File: config.mk
export PLATFORM = sky130hd
export DESIGN_NAME = smb_clk_tmon
export DESIGN_NICKNAME = d
export VERILOG_FILES = /design/src/rtl/smb_tmon_pkg.sv /design/src/rtl/smb_line_sync.sv /design/src/rtl/smb_level_timer.sv /design/src/rtl/smb_stretch_acc.sv /design/src/rtl/smb_clk_tmon.sv
export SDC_FILE = /design/constraint.sdc
export NUM_CORES = 1
export LEC_CHECK = 0
export ABC_AREA = 1
export BUFFER_PORTS_ARGS = -buffer_cell sky130_fd_sc_hd__buf_4
export CAP_MARGIN = 15
export CELL_PAD_IN_SITES_DETAIL_PLACEMENT = 2
export CELL_PAD_IN_SITES_GLOBAL_PLACEMENT = 2
export CORE_MARGIN = 1
export CORE_UTILIZATION = 38
export CTS_BUF_LIST = sky130_fd_sc_hd__clkbuf_4
export DETAILED_ROUTE_END_ITERATION = 12
export GPL_TIMING_DRIVEN = 0
export MAX_ROUTING_LAYER = met4
export PLACE_DENSITY = 0.91
export SYNTH_ARGS = -nofsm -noshare
export SYNTH_HDL_FRONTEND = slang
export SYNTH_HIERARCHICAL = 1
export SYNTH_SLANG_ARGS = --single-unit
File: constraint.sdc
create_clock -name clk_i -period 16.4 [get_ports clk_i]
set_input_delay 0.82 -clock clk_i [delete_from_list [all_inputs] [get_ports clk_i]]
set_output_delay 0.82 -clock clk_i [all_outputs]
set_load 0.005 [all_outputs]
File: src/rtl/smb_tmon_pkg.sv
package smb_tmon_pkg;
  typedef enum logic [1:0] {
    KIND_ADDR = 2'd0,
    KIND_CMD  = 2'd1,
    KIND_DATA = 2'd2,
    KIND_PEC  = 2'd3
  } byte_kind_e;
endpackage

File: src/rtl/smb_line_sync.sv
module smb_line_sync #(
  parameter int STAGES = 2
) (
  input  logic clk_i,
  input  logic rst_ni,
  input  logic scl_i,
  input  logic sda_i,
  output logic scl_o,
  output logic sda_o,
  output logic start_o,
  output logic stop_o
);
  logic [STAGES-1:0] scl_ff, sda_ff;
  logic              sda_d;

  for (genvar g = 0; g < STAGES; g++) begin : g_stage
    if (g == 0) begin : g_first
      always_ff @(posedge clk_i or negedge rst_ni)
        if (!rst_ni) begin
          scl_ff[0] <= 1'b1;
          sda_ff[0] <= 1'b1;
        end else begin
          scl_ff[0] <= scl_i;
          sda_ff[0] <= sda_i;
        end
    end else begin : g_next
      always_ff @(posedge clk_i or negedge rst_ni)
        if (!rst_ni) begin
          scl_ff[g] <= 1'b1;
          sda_ff[g] <= 1'b1;
        end else begin
          scl_ff[g] <= scl_ff[g-1];
          sda_ff[g] <= sda_ff[g-1];
        end
    end
  end

  always_ff @(posedge clk_i or negedge rst_ni)
    if (!rst_ni) sda_d <= 1'b1;
    else         sda_d <= sda_ff[STAGES-1];

  assign scl_o   = scl_ff[STAGES-1];
  assign sda_o   = sda_ff[STAGES-1];
  assign start_o = scl_o &&  sda_d && !sda_o;
  assign stop_o  = scl_o && !sda_d &&  sda_o;

  assert_start_stop_excl_R8: assert property (@(posedge clk_i) disable iff (!rst_ni)
    !(start_o && stop_o));
endmodule

File: src/rtl/smb_level_timer.sv
// Counts consecutive armed cycles; one registered pulse when the limit is reached.
module smb_level_timer #(
  parameter int CNT_W = 8
) (
  input  logic             clk_i,
  input  logic             rst_ni,
  input  logic             arm_i,
  input  logic [CNT_W-1:0] limit_i,
  output logic             hit_o
);
  logic [CNT_W-1:0] cnt_q;

  always_ff @(posedge clk_i or negedge rst_ni)
    if (!rst_ni) begin
      cnt_q <= '0;
      hit_o <= 1'b0;
    end else begin
      hit_o <= arm_i && (cnt_q == limit_i - CNT_W'(1));
      if (!arm_i)                cnt_q <= '0;
      else if (cnt_q != limit_i) cnt_q <= cnt_q + CNT_W'(1);
    end

  assert_single_pulse_R1: assert property (@(posedge clk_i) disable iff (!rst_ni)
    hit_o |=> !hit_o);
  assert_pulse_needs_arm_R2: assert property (@(posedge clk_i) disable iff (!rst_ni)
    hit_o |-> $past(arm_i));
endmodule

File: src/rtl/smb_stretch_acc.sv
module smb_stretch_acc
  import smb_tmon_pkg::*;
#(
  parameter int TS_W    = 24,
  parameter int CUM_LIM = 3_125_000
) (
  input  logic            clk_i,
  input  logic            rst_ni,
  input  logic            start_i,
  input  logic            stop_i,
  input  logic            abort_i,
  input  logic            byte_i,
  input  logic [TS_W-1:0] nom_i,
  input  logic            clr_cum_i,
  output logic [TS_W-1:0] sum_o,
  output logic            cum_ovr_o,
  output byte_kind_e      kind_o,
  output logic            active_o
);
  localparam logic [TS_W-1:0] CUM_LIM_V = TS_W'(CUM_LIM);
  localparam logic [TS_W:0]   SUM_MAX   = {1'b0, {TS_W{1'b1}}};

  logic [TS_W-1:0] tmr_q, prev_q, gap, stretch;
  logic [TS_W:0]   sum_wide;
  logic [TS_W-1:0] sum_next;
  logic            have_prev_q;
  logic [1:0]      nb_q;
  logic            take_byte, add_stretch, cum_set;

  assign gap         = tmr_q - prev_q;  // modulo 2^TS_W
  assign stretch     = (gap > nom_i) ? gap - nom_i : '0;
  assign sum_wide    = {1'b0, sum_o} + {1'b0, stretch};
  assign sum_next    = (sum_wide > SUM_MAX) ? {TS_W{1'b1}} : sum_wide[TS_W-1:0];
  assign take_byte   = byte_i && active_o && !abort_i && !start_i && !stop_i;
  assign add_stretch = take_byte && have_prev_q;
  assign cum_set     = add_stretch && (sum_next > CUM_LIM_V);

  always_ff @(posedge clk_i or negedge rst_ni)
    if (!rst_ni) tmr_q <= '0;
    else         tmr_q <= tmr_q + TS_W'(1);

  always_ff @(posedge clk_i or negedge rst_ni)
    if (!rst_ni) begin
      sum_o       <= '0;
      prev_q      <= '0;
      have_prev_q <= 1'b0;
      nb_q        <= '0;
      active_o    <= 1'b0;
      kind_o      <= KIND_ADDR;
    end else if (abort_i) begin
      active_o    <= 1'b0;
      have_prev_q <= 1'b0;
    end else if (start_i) begin
      active_o    <= 1'b1;
      sum_o       <= '0;
      have_prev_q <= 1'b0;
      nb_q        <= '0;
    end else if (stop_i && active_o) begin
      active_o <= 1'b0;
      if (nb_q == 2'd3) kind_o <= KIND_PEC;
    end else if (take_byte) begin
      unique case (nb_q)
        2'd0:    kind_o <= KIND_ADDR;
        2'd1:    kind_o <= KIND_CMD;
        default: kind_o <= KIND_DATA;
      endcase
      if (nb_q != 2'd3) nb_q <= nb_q + 2'd1;
      if (have_prev_q)  sum_o <= sum_next;
      prev_q      <= tmr_q;
      have_prev_q <= 1'b1;
    end

  always_ff @(posedge clk_i or negedge rst_ni)
    if (!rst_ni)        cum_ovr_o <= 1'b0;
    else if (cum_set)   cum_ovr_o <= 1'b1;
    else if (clr_cum_i) cum_ovr_o <= 1'b0;

  assert_start_clears_sum_R5: assert property (@(posedge clk_i) disable iff (!rst_ni)
    (start_i && !abort_i) |=> (sum_o == '0 && active_o));
  assert_idle_byte_ignored_R8: assert property (@(posedge clk_i) disable iff (!rst_ni)
    (!active_o && !start_i) |=> $stable(sum_o));
  assert_sum_monotonic_R5: assert property (@(posedge clk_i) disable iff (!rst_ni)
    (!start_i) |=> (sum_o >= $past(sum_o)));
  assert_cum_sticky_R9: assert property (@(posedge clk_i) disable iff (!rst_ni)
    (cum_ovr_o && !clr_cum_i) |=> cum_ovr_o);
  assert_abort_idles_R10: assert property (@(posedge clk_i) disable iff (!rst_ni)
    abort_i |=> !active_o);
endmodule

File: src/rtl/smb_clk_tmon.sv
module smb_clk_tmon
  import smb_tmon_pkg::*;
#(
  parameter int SYNC_STAGES = 2,
  parameter int TS_W        = 24,
  parameter int HIGH_W      = 24,
  parameter int LOW_TO_CYC  = 4_375_000,
  parameter int CUM_LIM_CYC = 3_125_000
) (
  input  logic              clk_i,
  input  logic              rst_ni,
  input  logic              scl_i,
  input  logic              sda_i,
  input  logic              byte_done_i,
  input  logic              high_to_en_i,
  input  logic [HIGH_W-1:0] high_limit_i,
  input  logic [TS_W-1:0]   nom_byte_i,
  input  logic [2:0]        clr_i,
  output logic              if_reset_o,
  output logic              low_to_o,
  output logic              high_to_o,
  output logic              cum_ovr_o,
  output logic [TS_W-1:0]   stretch_sum_o,
  output logic [1:0]        byte_kind_o,
  output logic              msg_active_o
);
  localparam int LOW_W = $clog2(LOW_TO_CYC + 1);

  logic       scl_s, sda_s, start_s, stop_s;
  logic       low_hit, high_hit;
  byte_kind_e kind;

  smb_line_sync #(.STAGES(SYNC_STAGES)) i_sync (
    .clk_i, .rst_ni, .scl_i, .sda_i,
    .scl_o(scl_s), .sda_o(sda_s), .start_o(start_s), .stop_o(stop_s)
  );

  smb_level_timer #(.CNT_W(LOW_W)) i_low_tmr (
    .clk_i, .rst_ni,
    .arm_i(!scl_s), .limit_i(LOW_W'(LOW_TO_CYC)), .hit_o(low_hit)
  );

  smb_level_timer #(.CNT_W(HIGH_W)) i_high_tmr (
    .clk_i, .rst_ni,
    .arm_i(scl_s && msg_active_o && high_to_en_i),
    .limit_i(high_limit_i), .hit_o(high_hit)
  );

  smb_stretch_acc #(.TS_W(TS_W), .CUM_LIM(CUM_LIM_CYC)) i_acc (
    .clk_i, .rst_ni,
    .start_i(start_s), .stop_i(stop_s), .abort_i(low_hit), .byte_i(byte_done_i),
    .nom_i(nom_byte_i), .clr_cum_i(clr_i[2]),
    .sum_o(stretch_sum_o), .cum_ovr_o, .kind_o(kind), .active_o(msg_active_o)
  );

  always_ff @(posedge clk_i or negedge rst_ni)
    if (!rst_ni) begin
      low_to_o  <= 1'b0;
      high_to_o <= 1'b0;
    end else begin
      if (low_hit)        low_to_o  <= 1'b1;
      else if (clr_i[0])  low_to_o  <= 1'b0;
      if (high_hit)       high_to_o <= 1'b1;
      else if (clr_i[1])  high_to_o <= 1'b0;
    end

  assign if_reset_o  = low_hit;
  assign byte_kind_o = kind;

  assert_low_flag_source_R1: assert property (@(posedge clk_i) disable iff (!rst_ni)
    $rose(low_to_o) |-> $past(if_reset_o));
  assert_high_flag_sticky_R9: assert property (@(posedge clk_i) disable iff (!rst_ni)
    (high_to_o && !clr_i[1]) |=> high_to_o);
  assert_reset_only_low_R2: assert property (@(posedge clk_i) disable iff (!rst_ni)
    if_reset_o |-> !$past(scl_s));
endmodule

# [Word level (Yosys, flattened, before mapping)]
# Cells that the tools add are included.
[totals] in_bits=57 output_inout_bits=31 regBits=135
[op_classes] bitwise=3 reduce_logical=37 magnitude_cmp=3 eq_ne=11 n_addsub=8 muxes=31
[ops] operator="$mux 24" n=8
[ops] operator="$add 24x1->24 const B" n=2
[ops] operator="$sub 24x24->24" n=2
[ops] operator="$mux 23" n=2
[ops] operator="$add 24x24->25" n=1
[ops] operator="$gt 25x24->1 const B" n=1
[ops] operator="$eq 24x24->1" n=1
[ops] operator="$gt 24x22->1 const B" n=1
[ops] operator="$gt 24x24->1" n=1
[ops] operator="$ne 24x24->1" n=1
[ops] operator="$sub 24x1->24 const B" n=1
[ops] operator="$add 23x1->23 const B" n=1
[ops] operator="$eq 23x23->1 const B" n=1
[ops] operator="$ne 23x23->1 const B" n=1
[ops] operator="$reduce_and 4->1" n=4
[ops] operator="$reduce_bool 2->1" n=8
[ops] operator="$logic_and 1x1->1" n=15
[ops] operator="$mux 2" n=7
[ops] operator="$mux 1" n=13
[ops] operator="$logic_not 1->1" n=6
[ops] operator="$ne 2x2->1 const B" n=3
[ops] operator="$reduce_bool 3->1" n=2
[ops] operator="$pmux 2 s2" n=1
[ops] operator="$ne 3x2->1 const B" n=1
[ops] operator="7 further kinds" n=9

# [Longest topological paths before layout]
# Gate-level depths: netlist of run 1.
[logic_depth] word_depth=10 ltp_mapped=46 mapped_depth_nobuf=44

# [Modules after synthesis]
# Netlist of run 1, hierarchy kept.
[by_module_without_submodules] mod="smb_stretch_acc" cells_each=1158 n_inst=1 area_each_um2=7768.7
[by_module_without_submodules] mod="smb_level_timer (i_high_tmr)" cells_each=452 n_inst=1 area_each_um2=2839.0
[by_module_without_submodules] mod="smb_level_timer (i_low_tmr)" cells_each=445 n_inst=1 area_each_um2=2655.0
[by_module_without_submodules] mod="smb_line_sync" cells_each=9 n_inst=1 area_each_um2=146.4
[by_module_without_submodules] mod="smb_clk_tmon" cells_each=16 n_inst=1 area_each_um2=105.1

# [Least setup slack after synthesis of run 1]
# No wires, ideal clock.
[synth_path] path_kind="register -> register" start="register i_acc.tmr_q[0]" end="register i_acc.cum_ovr_o" setup_ns=0.116 arrival_ns=5.249 slack_ns=11.035 stages_incl_launch_ff=42 path_cell_list="dfrtp_1 inv_1 ha_1 fa_1 nand3b_1 nor2_1 nor2_1 nor3_1 nor2_1 o21ai_1 a21boi_1 o21bai_1 xor2_1 ha_1 nand2_1 nor2_1 a211oi_1 nor2_1 [... 6 more ...] inv_1 fa_1 inv_2 nand3_1 nand3_2 nand2_1 nand2_2 nand2_2 inv_2 nor2_4 buf_6 nand4_2 nor2_2 nand3_1 nor2_1 nor2_1 nand2_1 nand2_1"
[synth_between] elab_chain_len=9
[synth_rtl] item="start, declared" line="smb_stretch_acc.sv:23" text="logic [TS_W-1:0] tmr_q, prev_q, gap, stretch;"
[synth_rtl] item="start signal, assigned" line="smb_stretch_acc.sv:40" text="else tmr_q <= tmr_q + TS_W'(1);"
[synth_rtl] item="$sub 24x24->24 (*)" line="smb_stretch_acc.sv:30" text="assign gap = tmr_q - prev_q;"
[synth_rtl] item="$sub 24x24->24 / $gt 24x24->1 (equally long branches)" line="smb_stretch_acc.sv:31" text="assign stretch = (gap > nom_i) ? gap - nom_i : '0;"
[synth_rtl] item="$mux 24 (*)" line="smb_stretch_acc.sv:31"
[synth_rtl] item="$add 24x24->25 (*)" line="smb_stretch_acc.sv:32" text="assign sum_wide = {1'b0, sum_o} + {1'b0, stretch};"
[synth_rtl] item="$gt 25x24->1" line="smb_stretch_acc.sv:33" text="assign sum_next = (sum_wide > SUM_MAX) ? {TS_W{1'b1}} : sum_wide[TS_W-1:0];"
[synth_rtl] item="$mux 24 (*)" line="smb_stretch_acc.sv:33"
[synth_rtl] item="$gt 24x22->1 (*)" line="smb_stretch_acc.sv:36" text="assign cum_set = add_stretch && (sum_next > CUM_LIM_V);"
[synth_rtl] item="$logic_and 1x1->1 (*)" line="smb_stretch_acc.sv:36"
[synth_rtl] item="$mux 1 / $reduce_bool 2->1 (equally long branches)"
[synth_rtl] item="end signal, assigned" line="smb_stretch_acc.sv:74" text="if (!rst_ni) cum_ovr_o <= 1'b0;"
[synth_rtl] item="end signal, assigned" line="smb_stretch_acc.sv:75" text="else if (cum_set) cum_ovr_o <= 1'b1;"
[synth_rtl] item="end signal, assigned" line="smb_stretch_acc.sv:76" text="else if (clr_cum_i) cum_ovr_o <= 1'b0;"
[synth_rtl] item="end, declared" line="smb_stretch_acc.sv:16" text="output logic cum_ovr_o,"
# Every way passes the cells marked *; elsewhere a longest branch is shown, timed or not.
# A chain may end at the register's enable or synchronous reset.

# [Worst setup path after layout of run 1]
# Ends and elaborated chain as after synthesis.

==> results of run 1 <==
## cell type report
class,instances,area (um2)
antenna,1,2.50
buffer,44,254
clock buffer,19,143
clock inverter,13,203
fill,4340,19400
inverter,313,1170
multi-input combinational,1661,8970
sequential,135,3380
tap,455,569
timing repair buffer,88,684
## per-stage QoR
step / std cells / utilization, %
floorplan: 2153 / -
global placement: 2695 / 43.1
detailed placement: 2696 / 43.2
CTS: 2728 / 44.2
global route: 2729 / 44.2
finish: 2729 / 44.2
## state kept, by name (all words and copies together) (netlist names), 2 cells and up
name,cells
i_acc/nb_q,2
i_high_tmr/cnt_q,24
i_acc/kind_o,2
i_low_tmr/cnt_q,23
i_acc/tmr_q,24
i_acc/sum_o,24
i_acc/prev_q,24
## power by group
group          switching [mW]  internal [mW]
registers              0.0420          0.364
logic                   0.557          0.284
clock network           0.159          0.139
## cells by family (layout without fill, tap and decap cells)
family | Yosys count | after routing | synth area share, %
compound gates | 203 | 203 | 8.58
xor+xnor | 146 | 146 | 9.57
fa+ha+maj | 82 | 82 | 7.76
buf+inv | 357 | 477 | 10.6
flops | 135 | 135 | 25.0
other cells | 2 | 76 | 0.0556
simple gates | 1155 | 1155 | 38.4
## layer usage
metal | track usage, % | vias up | share of wire, %
li1 | - | 6903 | -
met1 | 36.2 | 7595 | 39
met2 | 64.4 | 362 | 52
met3 | 4.56 | 206 | 2.7
met4 | 21.1 | 0 | 5.7
met5 | - | - | 0
## worst register-to-register path: cells and delay by family (launching register included)
| family | cells | cell delay, ps |
|---|---|---|
| AO/OA/AOI/OAI | 5 | 1190 |
| XOR/XNOR | 1 | 310 |
| adder cells (fa/ha/maj) | 5 | 1510 |
| buffers and inverters | 4 | 730 |
| flip-flops | 1 | 440 |
| AND/OR/NAND/NOR | 23 | 3700 |
## cells in the mapped netlist (3+ instances only)
library cell,n,area [um2]
clkbuf_1,13,48.8
fa_1,3,60.1
nand4_2,4,50.1
o21ai_2,6,52.6
o21bai_1,10,75.1
nand2_2,10,62.6
buf_4,3,22.5
nand2_1,605,2270
nor2_1,240,901
nor2_4,6,67.6
o21ai_1,11,55.1
inv_1,294,1100
xnor2_1,58,508
buf_6,5,56.3
and2_1,5,31.3
a21o_1,6,45.0
nand3_1,106,531
a31oi_1,3,18.8
a21oi_1,71,355
nand3_2,6,60.1
inv_2,19,71.3
nor3_1,20,100
nor3_2,6,60.1
buf_1,3,11.3
dfstp_2,5,131
xor2_1,86,753
nor4_1,3,18.8
nor2_2,15,93.8
nor3b_1,3,22.5
a22o_1,10,87.6
buf_2,17,85.1
o211ai_1,6,45.0
o21a_1,3,22.5
nand3b_1,38,285
dfrtp_1,130,3250
ha_1,79,988
nand4_1,77,482
nor3_4,4,65.1
o21ai_0,71,355
## final timing paths
check | depth (start not counted) | to | slack, ps
max | 38 | i_acc/cum_ovr_o | 8420
min | 1 | i_acc/sum_o[18] | 80
max reg2reg | 38 | i_acc/cum_ovr_o | 8420
min reg2reg | 0 | i_sync/scl_o | 370
max in group asynchronous | 2 | i_sync/sda_ff[0] | 15420
min in group clk_i | 1 | i_sync/sda_ff[0] | 240
==> summary.txt, run 1 <==
Status
  – Status: complete, no violations

Clock tree
  – Hold buffers post-CTS: 0
  – Setup Fix Bufs, Post-CTS: 0
  – Cts bufs inserted: 17
  – CTS tree: built
  – CTS root buf: clkbuf_4
  – CTS sink count: 135
  – Later-pin clock latency in the skew report: about 680 ps
  – Post-CTS Resized: 0
  – Clock Pin Slew Worst Setup and Hold Paths: roughly 160 ps
  – H-tree levels: 4
  – Maximum clock path buffer count: 2

Final layout
  – Commonest non-fill, non-tap cell in the layout: nand2_1
  – Share of cells above drive strength 1: approximately a tenth
  – Most frequent cells in the layout: 605 x nand2_1, 294 x inv_1, 240 x nor2_1
  – Fin area: 0.0154 mm2
  – Final nets: roughly 2,400
  – Area Growth Syn to Fin: 13.9%

Floorplanning
  – IO Count: ~90
  – Rows: between 60 and 70
  – Die Wd: around 190 um
  – Chip Height: between 150 and 200 um
  – Initial Utilization: around two fifths
  – Die area: between 0.03 and 0.04 mm2
  – Core Area: between 0.03 and 0.04 mm2

Worst setup path
  – Most frequent CP cell: nor2_1
  – Worst Path Required: 17,000 ps
  – CP arrival: 8580 ps
  – Crit. End Element: flop
  – Crit Path Class: reg2reg
  – Start point of the critical path: i_acc/tmr_q[0]
  – Type of origin of the critical path: flop
  – Crit-path leading delay family: simple AND/OR/NAND/NOR gates
  – Critical-path maximum fanout: 10
  – CP max stage cell: nor3_1
  – Reg2Reg Launch Point: i_acc/tmr_q[0]
  – Critical path buffers and inverters: 4
  – CP peak stage delay: approximately 600 ps

Placement
  – DP HPWL: around 46,000 um
  – Port-buffer cells: 87
  – GPL Wtd Cong: 0.929
  – Post-Place Worst Slack: around 9000 ps
  – Post-DP Area: around 0.015 mm2

Power
  – Pwr Density: approximately 100 mW/mm2
  – Design Power: approximately 1.5 mW
  – Maximum VDD drop: between 60 and 70 uV
  – Pleak: about 8.2 nW

Yosys
  – Ys Warns: 6
  – Yosys reg bits: between 100 and 150
  – Primary FF master, synth: dfrtp_1
  – Syn_area_per_cell: between 6 and 7 um2
  – Async S/R FF share, synth: 100%
  – Post-synth EDFFs: 0
  – Netlist cell types: 53
  – Sequential area share after synthesis: between 20% and 30%
  – Synth Cell Area: 0.0135 mm2
  – Post-Syn Instances: around 2,100

STA
  – Slew margin rel.: approximately half
  – Final Cycle Share: between 40% and 50%
  – Skew final: 25.8 ps
  – Final Hold Violating Endpoints: 0
  – Final Worst Setup Slack: between 8000 and 9000 ps
  – Slew @ Worst Pin: 737 ps
  – Unrepaired setup endpoints after global routing: no
  – Tmin final: approximately 8000 ps
  – Slew Limit Fails: 0
  – Final setup fails: 0
  – Worst Hold Slack: a little under 80 ps
  – Setup tns final: 0 ps
  – F_max: ~130 MHz

Detailed routing
  – 1st-iter DRT viols: just under 700
  – Routed len/inst: ~22 um
  – TritonRoute pass-1 iters: 5
  – Total number of vias: roughly 15,000
  – ANT nets after route: 0
  – Routed WL: slightly above 60,000 um
  – Drt drc: 0
  – Post-DR vias/cell: around 5.5

GRT
  – Vias in the first global route: about 17,000
  – Initial antenna violation count: 1
  – Global-route wire length before repair: approximately 96,000 um
  – Total gr overflow: 0
  – Largest net degree at the start of global routing: between 70 and 80
  – All-Layer GR Usage: between 30% and 40%

Run
  – Maxcap violations: 0

Hold path
  – Worst Hold Class: in2async
No activity file was read; power rests on OpenSTA's default activity.
==> run 2: changes to the inputs <==
--- a/config.mk
+++ b/config.mk
@@ -11,12 +11,12 @@
 export CELL_PAD_IN_SITES_DETAIL_PLACEMENT = 2
 export CELL_PAD_IN_SITES_GLOBAL_PLACEMENT = 2
 export CORE_MARGIN = 1
-export CORE_UTILIZATION = 38
+export CORE_UTILIZATION = 32
 export CTS_BUF_LIST = sky130_fd_sc_hd__clkbuf_4
 export DETAILED_ROUTE_END_ITERATION = 12
 export GPL_TIMING_DRIVEN = 0
 export MAX_ROUTING_LAYER = met4
-export PLACE_DENSITY = 0.91
+export PLACE_DENSITY = 0.81
 export SYNTH_ARGS = -nofsm -noshare
 export SYNTH_HDL_FRONTEND = slang
 export SYNTH_HIERARCHICAL = 1
==> constraint.sdc (replaced) <==
create_clock -name clk_i -period 6.8 [get_ports clk_i]
set_input_delay 0.34 -clock clk_i [delete_from_list [all_inputs] [get_ports clk_i]]
set_output_delay 0.34 -clock clk_i [all_outputs]
set_load 0.005 [all_outputs]
==> summary.txt, run 2 (synthesized netlist as in run 1, its figures left out) <==
Final layout
  – Commonest non-fill, non-tap cell in the layout: nand2_1
  – Share of cells above drive strength 1: roughly 11%
  – Fin area: ~0.016 mm2
  – Area Growth Syn to Fin: 15.8%
  – Finished Layout Cells: roughly 2,800
  – Most frequent cells in the layout: 604 x nand2_1, 294 x inv_1, 238 x nor2_1
  – Final nets: 2,407

Floorplanning
  – Die Wd: 208 um
  – Core Area: 0.0412 mm2
  – Rows: between 70 and 80
  – IO Count: 88
  – Die area: about 0.043 mm2
  – Initial Utilization: 32.8%
  – Chip Height: between 200 and 250 um

Power
  – Sw frac: between 40% and 50%
  – Pleak: a little over 8 nW
  – Sequential power share: a little over a quarter
  – Clock power frac: around a fifth
  – Comb power frac: 54.0%
  – Psw: about 1.7 mW
  – Pwr Density: between 200 and 250 mW/mm2
  – Maximum VDD drop: approximately 170 uV
  – Int Power: between 1.5 and 2 mW

Placement
  – Post-Place Cells: ~2,800
  – Post-DP Area: between 0.015 and 0.02 mm2
  – GPL Wtd Cong: between 0.8 and 0.9
  – Port-buffer cells: 87
  – DP HPWL: between 40,000 and 50,000 um

Worst setup path
  – Worst Path Required: between 7000 and 8000 ps
  – Start point of the critical path: i_acc/tmr_q[0]
  – Crit-path leading delay family: simple AND/OR/NAND/NOR gates
  – CP Depth: 36
  – CP max stage cell: fa_1
  – Crit path capture: i_acc/cum_ovr_o
  – Worst R2R Path Depth: 36
  – Most frequent CP cell: nor2_1
  – Critical-path maximum fanout: 10
  – Crit Path Class: reg2reg
  – CP arrival: 6930 ps
  – R2r setup slk: between 300 and 400 ps
  – Type of origin of the critical path: flop
  – Crit. End Element: flop
  – Reg2Reg Launch Point: i_acc/tmr_q[0]
  – Critical path buffers and inverters: 3
  – CP peak stage delay: 410 ps
  – Worst r2r dst: i_acc/cum_ovr_o

Detailed routing
  – Routed len/inst: roughly 18 um
  – Total number of vias: ~14,000
  – 1st-iter DRT viols: slightly above 400
  – TritonRoute pass-1 iters: 5
  – Post-DR vias/cell: 5.01
  – ANT nets after route: 0
  – Routed WL: ~49,000 um
  – Drt drc: 0

STA
  – Final setup fails: 0
  – Slew Limit Fails: 0
  – Skew final: 27.5 ps
  – Slew @ Worst Pin: between 600 and 700 ps
  – F_max: 156 MHz
  – Final Cycle Share: a little over nine tenths
  – Tmin final: between 6000 and 7000 ps
  – Slew margin rel.: 54.6%
  – Setup tns final: 0 ps
  – Final Hold Violating Endpoints: 0

GRT
  – Vias in the first global route: between 15,000 and 20,000
  – Largest net degree at the start of global routing: between 80 and 90
  – Global-route wire length before repair: 80,400 um
  – Total gr overflow: 0
  – Initial antenna violation count: 1
  – All-Layer GR Usage: between 20% and 30%

Clock tree
  – Clock Pin Slew Worst Setup and Hold Paths: ~150 ps
  – Maximum clock path buffer count: 2
  – CTS root buf: clkbuf_4
  – H-tree levels: 4
  – Cts bufs inserted: 17
  – CTS sink count: between 100 and 150
  – Later-pin clock latency in the skew report: ~630 ps
  – CTS tree: built

Run
  – Maxcap violations: 0

Status
  – Status: complete, no violations

Hold path
  – Worst Hold Class: in2async
run 2: through the flow:
step           power (mW)  util (%)  setup WS, ps  hold WS (ps)
2_1_floorplan        2.20         -          1430          44.4
3_3_place_gp         2.76      36.7          -213           346
3_5_place_dp         2.86      36.7          -461           336
4_1_cts              3.59      37.8          7.93           181
5_1_grt              3.86      38.0         -11.3           226
6_report             3.57      38.0           385           237
run 2: power by group through the flow:
stage | logic (mW) | registers (mW) | clock network, mW
after floorplan | 1.25 | 0.950 | 0
after global placement | 1.79 | 0.975 | 0
after detailed placement | 1.88 | 0.982 | 0
after CTS | 1.92 | 0.967 | 0.706
after global routing | 2.15 | 0.979 | 0.734
final | 1.93 | 0.969 | 0.677
run 2: layout make-up:
type	count	area, um2
Clock buffer	18	135
Tap cell	532	666
Fill cell	5141	25600
Clock inverter	14	205
Multi-Input combinational cell	1661	9060
Timing Repair Buffer	96	759
Antenna cell	1	2.50
Inverter	313	1170
Buffer	44	259
Sequential cell	135	3380
run 2: worst register-to-register path, delay by kind of cell (launching register included):
kind                       cells  cell delay, ps
adders and majority gates      4            1350
xor gates and xnor gates       1             200
DFF                            1             380
and+or+nand+nor               21            2390
buffers and inverters          3             540
AOI/OAI and AO/OA              7            1450
run 2: layer usage:
metal | GRT usage (%) | up-vias | wire length, um
met5 | - | - | 0
met4 | 6.74 | 0 | 945
met3 | 2.53 | 53 | 887
met2 | 42.7 | 137 | 25200
met1 | 28.3 | 7008 | 22200
li1 | - | 6906 | -
run 2: worst min path at each step:
| stage | slack (ps) | endpoint |
|---|---|---|
| after global routing | 230 | i_acc/sum_o[17] |
| final | 240 | i_acc/sum_o[17] |
| after CTS | 180 | i_high_tmr/hit_o |
| after floorplan | 40 | high_to_o |
| after global placement | 350 | i_sync/scl_o |
| after detailed placement | 340 | i_acc/sum_o[17] |
run 2: timing repair:
| action | CTS | global route |
|---|---|---|
| setup endpoints to repair | 12 | 22 |
| resized for setup | 7 | 16 |
| buffers inserted | 0 | 2 |
| hold endpoints to repair | 58 | 0 |
| cloned | 0 | 0 |
| pin swaps | 0 | 5 |
| hold buffers | 6 | 0 |
==> run 3: changes to the inputs <==
--- a/config.mk
+++ b/config.mk
@@ -6,17 +6,17 @@
 export NUM_CORES = 1
 export LEC_CHECK = 0
 export ABC_AREA = 1
-export BUFFER_PORTS_ARGS = -buffer_cell sky130_fd_sc_hd__buf_4
 export CAP_MARGIN = 15
 export CELL_PAD_IN_SITES_DETAIL_PLACEMENT = 2
 export CELL_PAD_IN_SITES_GLOBAL_PLACEMENT = 2
 export CORE_MARGIN = 1
-export CORE_UTILIZATION = 32
+export CORE_UTILIZATION = 34
 export CTS_BUF_LIST = sky130_fd_sc_hd__clkbuf_4
 export DETAILED_ROUTE_END_ITERATION = 12
+export DONT_BUFFER_PORTS = 1
 export GPL_TIMING_DRIVEN = 0
 export MAX_ROUTING_LAYER = met4
-export PLACE_DENSITY = 0.81
+export PLACE_DENSITY = 0.82
 export SYNTH_ARGS = -nofsm -noshare
 export SYNTH_HDL_FRONTEND = slang
 export SYNTH_HIERARCHICAL = 1
==> summary.txt, run 3 (synthesized netlist as in run 1, its figures left out) <==
Detailed routing
  – Routed len/inst: between 15 and 20 um
  – Routed WL: ~49,000 um
  – 1st-iter DRT viols: 407
  – Total number of vias: between 10,000 and 15,000
  – Post-DR vias/cell: about 5.1
  – Drt drc: 0
  – ANT nets after route: 0
  – TritonRoute pass-1 iters: 5

Hold path
  – Hold path startpoint: high_to_en_i
  – Worst Hold Class: in2reg
  – WHS Path Cells: 5
  – Worst hold endpoint: i_high_tmr/cnt_q[1]

Power
  – Sw frac: between 40 and 50%
  – Psw: between 1.5 and 2 mW
  – Pwr Density: ~230 mW/mm2
  – Int Power: around 1.7 mW
  – Comb power frac: 53.3%
  – Pleak: 7.83 nW
  – Sequential power share: between 20 and 30%
  – Design Power: around 3.4 mW
  – Clock power frac: 17.5%
  – Maximum VDD drop: 115 uV

Status
  – Status: complete, no violations

GRT
  – Initial antenna violation count: 2
  – Total gr overflow: 0
  – Largest net degree at the start of global routing: approximately 140
  – Vias in the first global route: 15,300
  – Global-route wire length before repair: around 80,000 um
  – All-Layer GR Usage: between 20% and 30%

Placement
  – DP HPWL: 40,700 um
  – Post-Place Worst Slack: -248 ps
  – GPL Wtd Cong: about 0.89
  – Post-Place Cells: around 2,700
  – Post-DP Area: approximately 0.014 mm2
  – Port-buffer cells: 0

Final layout
  – Fillers: about 4,900
  – Share of cells above drive strength 1: under 10%
  – Commonest non-fill, non-tap cell in the layout: nand2_1
  – Most frequent cells in the layout: 604 x nand2_1, 294 x inv_1, 240 x nor2_1
  – Area Growth Syn to Fin: 10.2%
  – Multi-input logic area: 0.00904 mm2
  – Register area: about 0.0034 mm2
  – Fin area: around 0.015 mm2
  – Finished Layout Cells: 2,713
  – Final nets: approximately 2,300

Worst setup path
  – Reg2Reg Launch Point: i_acc/tmr_q[0]
  – Start point of the critical path: i_acc/tmr_q[0]
  – CP peak stage delay: roughly 380 ps
  – CP arrival: between 6000 and 7000 ps
  – Crit Path Class: reg2reg
  – Crit. End Element: flop
  – Critical-path maximum fanout: 10
  – Worst R2R Path Depth: 39
  – Worst r2r dst: i_acc/cum_ovr_o
  – CP max stage cell: dfrtp_1
  – Worst Path Required: 7330 ps
  – R2r setup slk: between 500 and 600 ps
  – Type of origin of the critical path: flop

Clock tree
  – Cts bufs inserted: 17
  – H-tree levels: 4
  – CTS sink count: around 140
  – CTS root buf: clkbuf_4
  – Later-pin clock latency in the skew report: around 640 ps
  – Maximum clock path buffer count: 2
  – CTS tree: built
  – Clock Pin Slew Worst Setup and Hold Paths: around 140 ps

Run
  – Maxcap violations: 0

Floorplanning
  – Core Area: between 0.03 and 0.04 mm2
  – Rows: between 70 and 80
  – Initial Utilization: roughly a third
  – IO Count: between 80 and 90
  – Die Wd: approximately 200 um
  – Chip Height: slightly above 200 um
  – Die area: a little over 0.04 mm2

STA
  – Final Cycle Share: 92.4%
  – F_max: between 150 and 200 MHz
  – Slew Limit Fails: 0
  – Final Worst Setup Slack: roughly 520 ps
  – Slew @ Worst Pin: roughly 830 ps
  – Final Hold Violating Endpoints: 0
  – Slew margin rel.: 44.7%
  – Skew final: a little over 40 ps
  – Tmin final: 6280 ps
  – Final setup fails: 0
==> run 3: power groups by stage <==
stage / Combinational (mW) / Sequential (mW) / Clock (mW)
4_1_cts: 1.78 / 0.985 / 0.615
2_1_floorplan: 1.25 / 0.950 / 0
3_5_place_dp: 1.73 / 1.00 / 0
3_3_place_gp: 1.64 / 0.997 / 0
5_1_grt: 2.00 / 0.998 / 0.639
6_report: 1.80 / 0.984 / 0.589
==> run 3: critical path, delay by kind of cell, from the launching register on <==
family | cells | cell delay [ps]
fa+ha+maj | 4 | 1320
flops | 1 | 380
xor+xnor | 1 | 210
buf+inv | 2 | 330
compound gates | 6 | 1140
simple gates | 26 | 2790
==> run 3: worst max-delay path by stage <==
| stage | end | slack [ps] | depth (start not counted) |
|---|---|---|---|
| finish | i_acc/cum_ovr_o | 520 | 39 |
| global route | i_acc/cum_ovr_o | -10 | 42 |
| CTS | i_acc/cum_ovr_o | 50 | 42 |
| detailed placement | i_acc/cum_ovr_o | -250 | 38 |
| global placement | i_acc/cum_ovr_o | 80 | 38 |
| floorplan | i_acc/cum_ovr_o | 1430 | 41 |
==> run 3: final cells by class <==
type / instances / share of cell area [%]
Inverter: 313 / 7.89
Buffer: 44 / 1.77
Clock inverter: 15 / 1.03
Sequential cell: 135 / 22.7
Clock buffer: 17 / 0.857
Antenna cell: 2 / 0.0336
Multi-Input combinational cell: 1661 / 60.7
Tap cell: 518 / 4.35
Timing Repair Buffer: 8 / 0.639
==> run 3: per-layer routing <==
metal  global-route usage [%]  up-vias  part of all wire, %  wire length (um)
met4                     6.76        0                  2.1              1040
met3                     4.39       57                  3.3              1610
met5                        -        -                    0                 0
li1                         -     6741                    -                 -
met1                     28.1     6846                   43             21100
met2                     46.5      163                   52             25700
==> run 3: stage by stage <==
| stage | TNS, ps | hold WS (ps) | utilization (%) |
|---|---|---|---|
| 3_3_place_gp | 0 | 50.2 | 37.1 |
| 2_1_floorplan | 0 | 44.4 | - |
| 4_1_cts | 0 | 77.3 | 38.1 |
| 5_1_grt | -9.63 | 91.7 | 38.3 |
| 3_5_place_dp | -364 | 49.9 | 37.1 |
| 6_report | 0 | 143 | 38.3 |
==> run 3: repair_timing <==
| item | 4_1_cts | 5_1_grt |
|---|---|---|
| resized for setup | 4 | 17 |
| setup buffers | 0 | 1 |
| endpoints found under the hold margin | 140 | 0 |
| pin swaps | 0 | 6 |
| endpoints found under the setup margin | 11 | 21 |
| hold buffers | 7 | 0 |
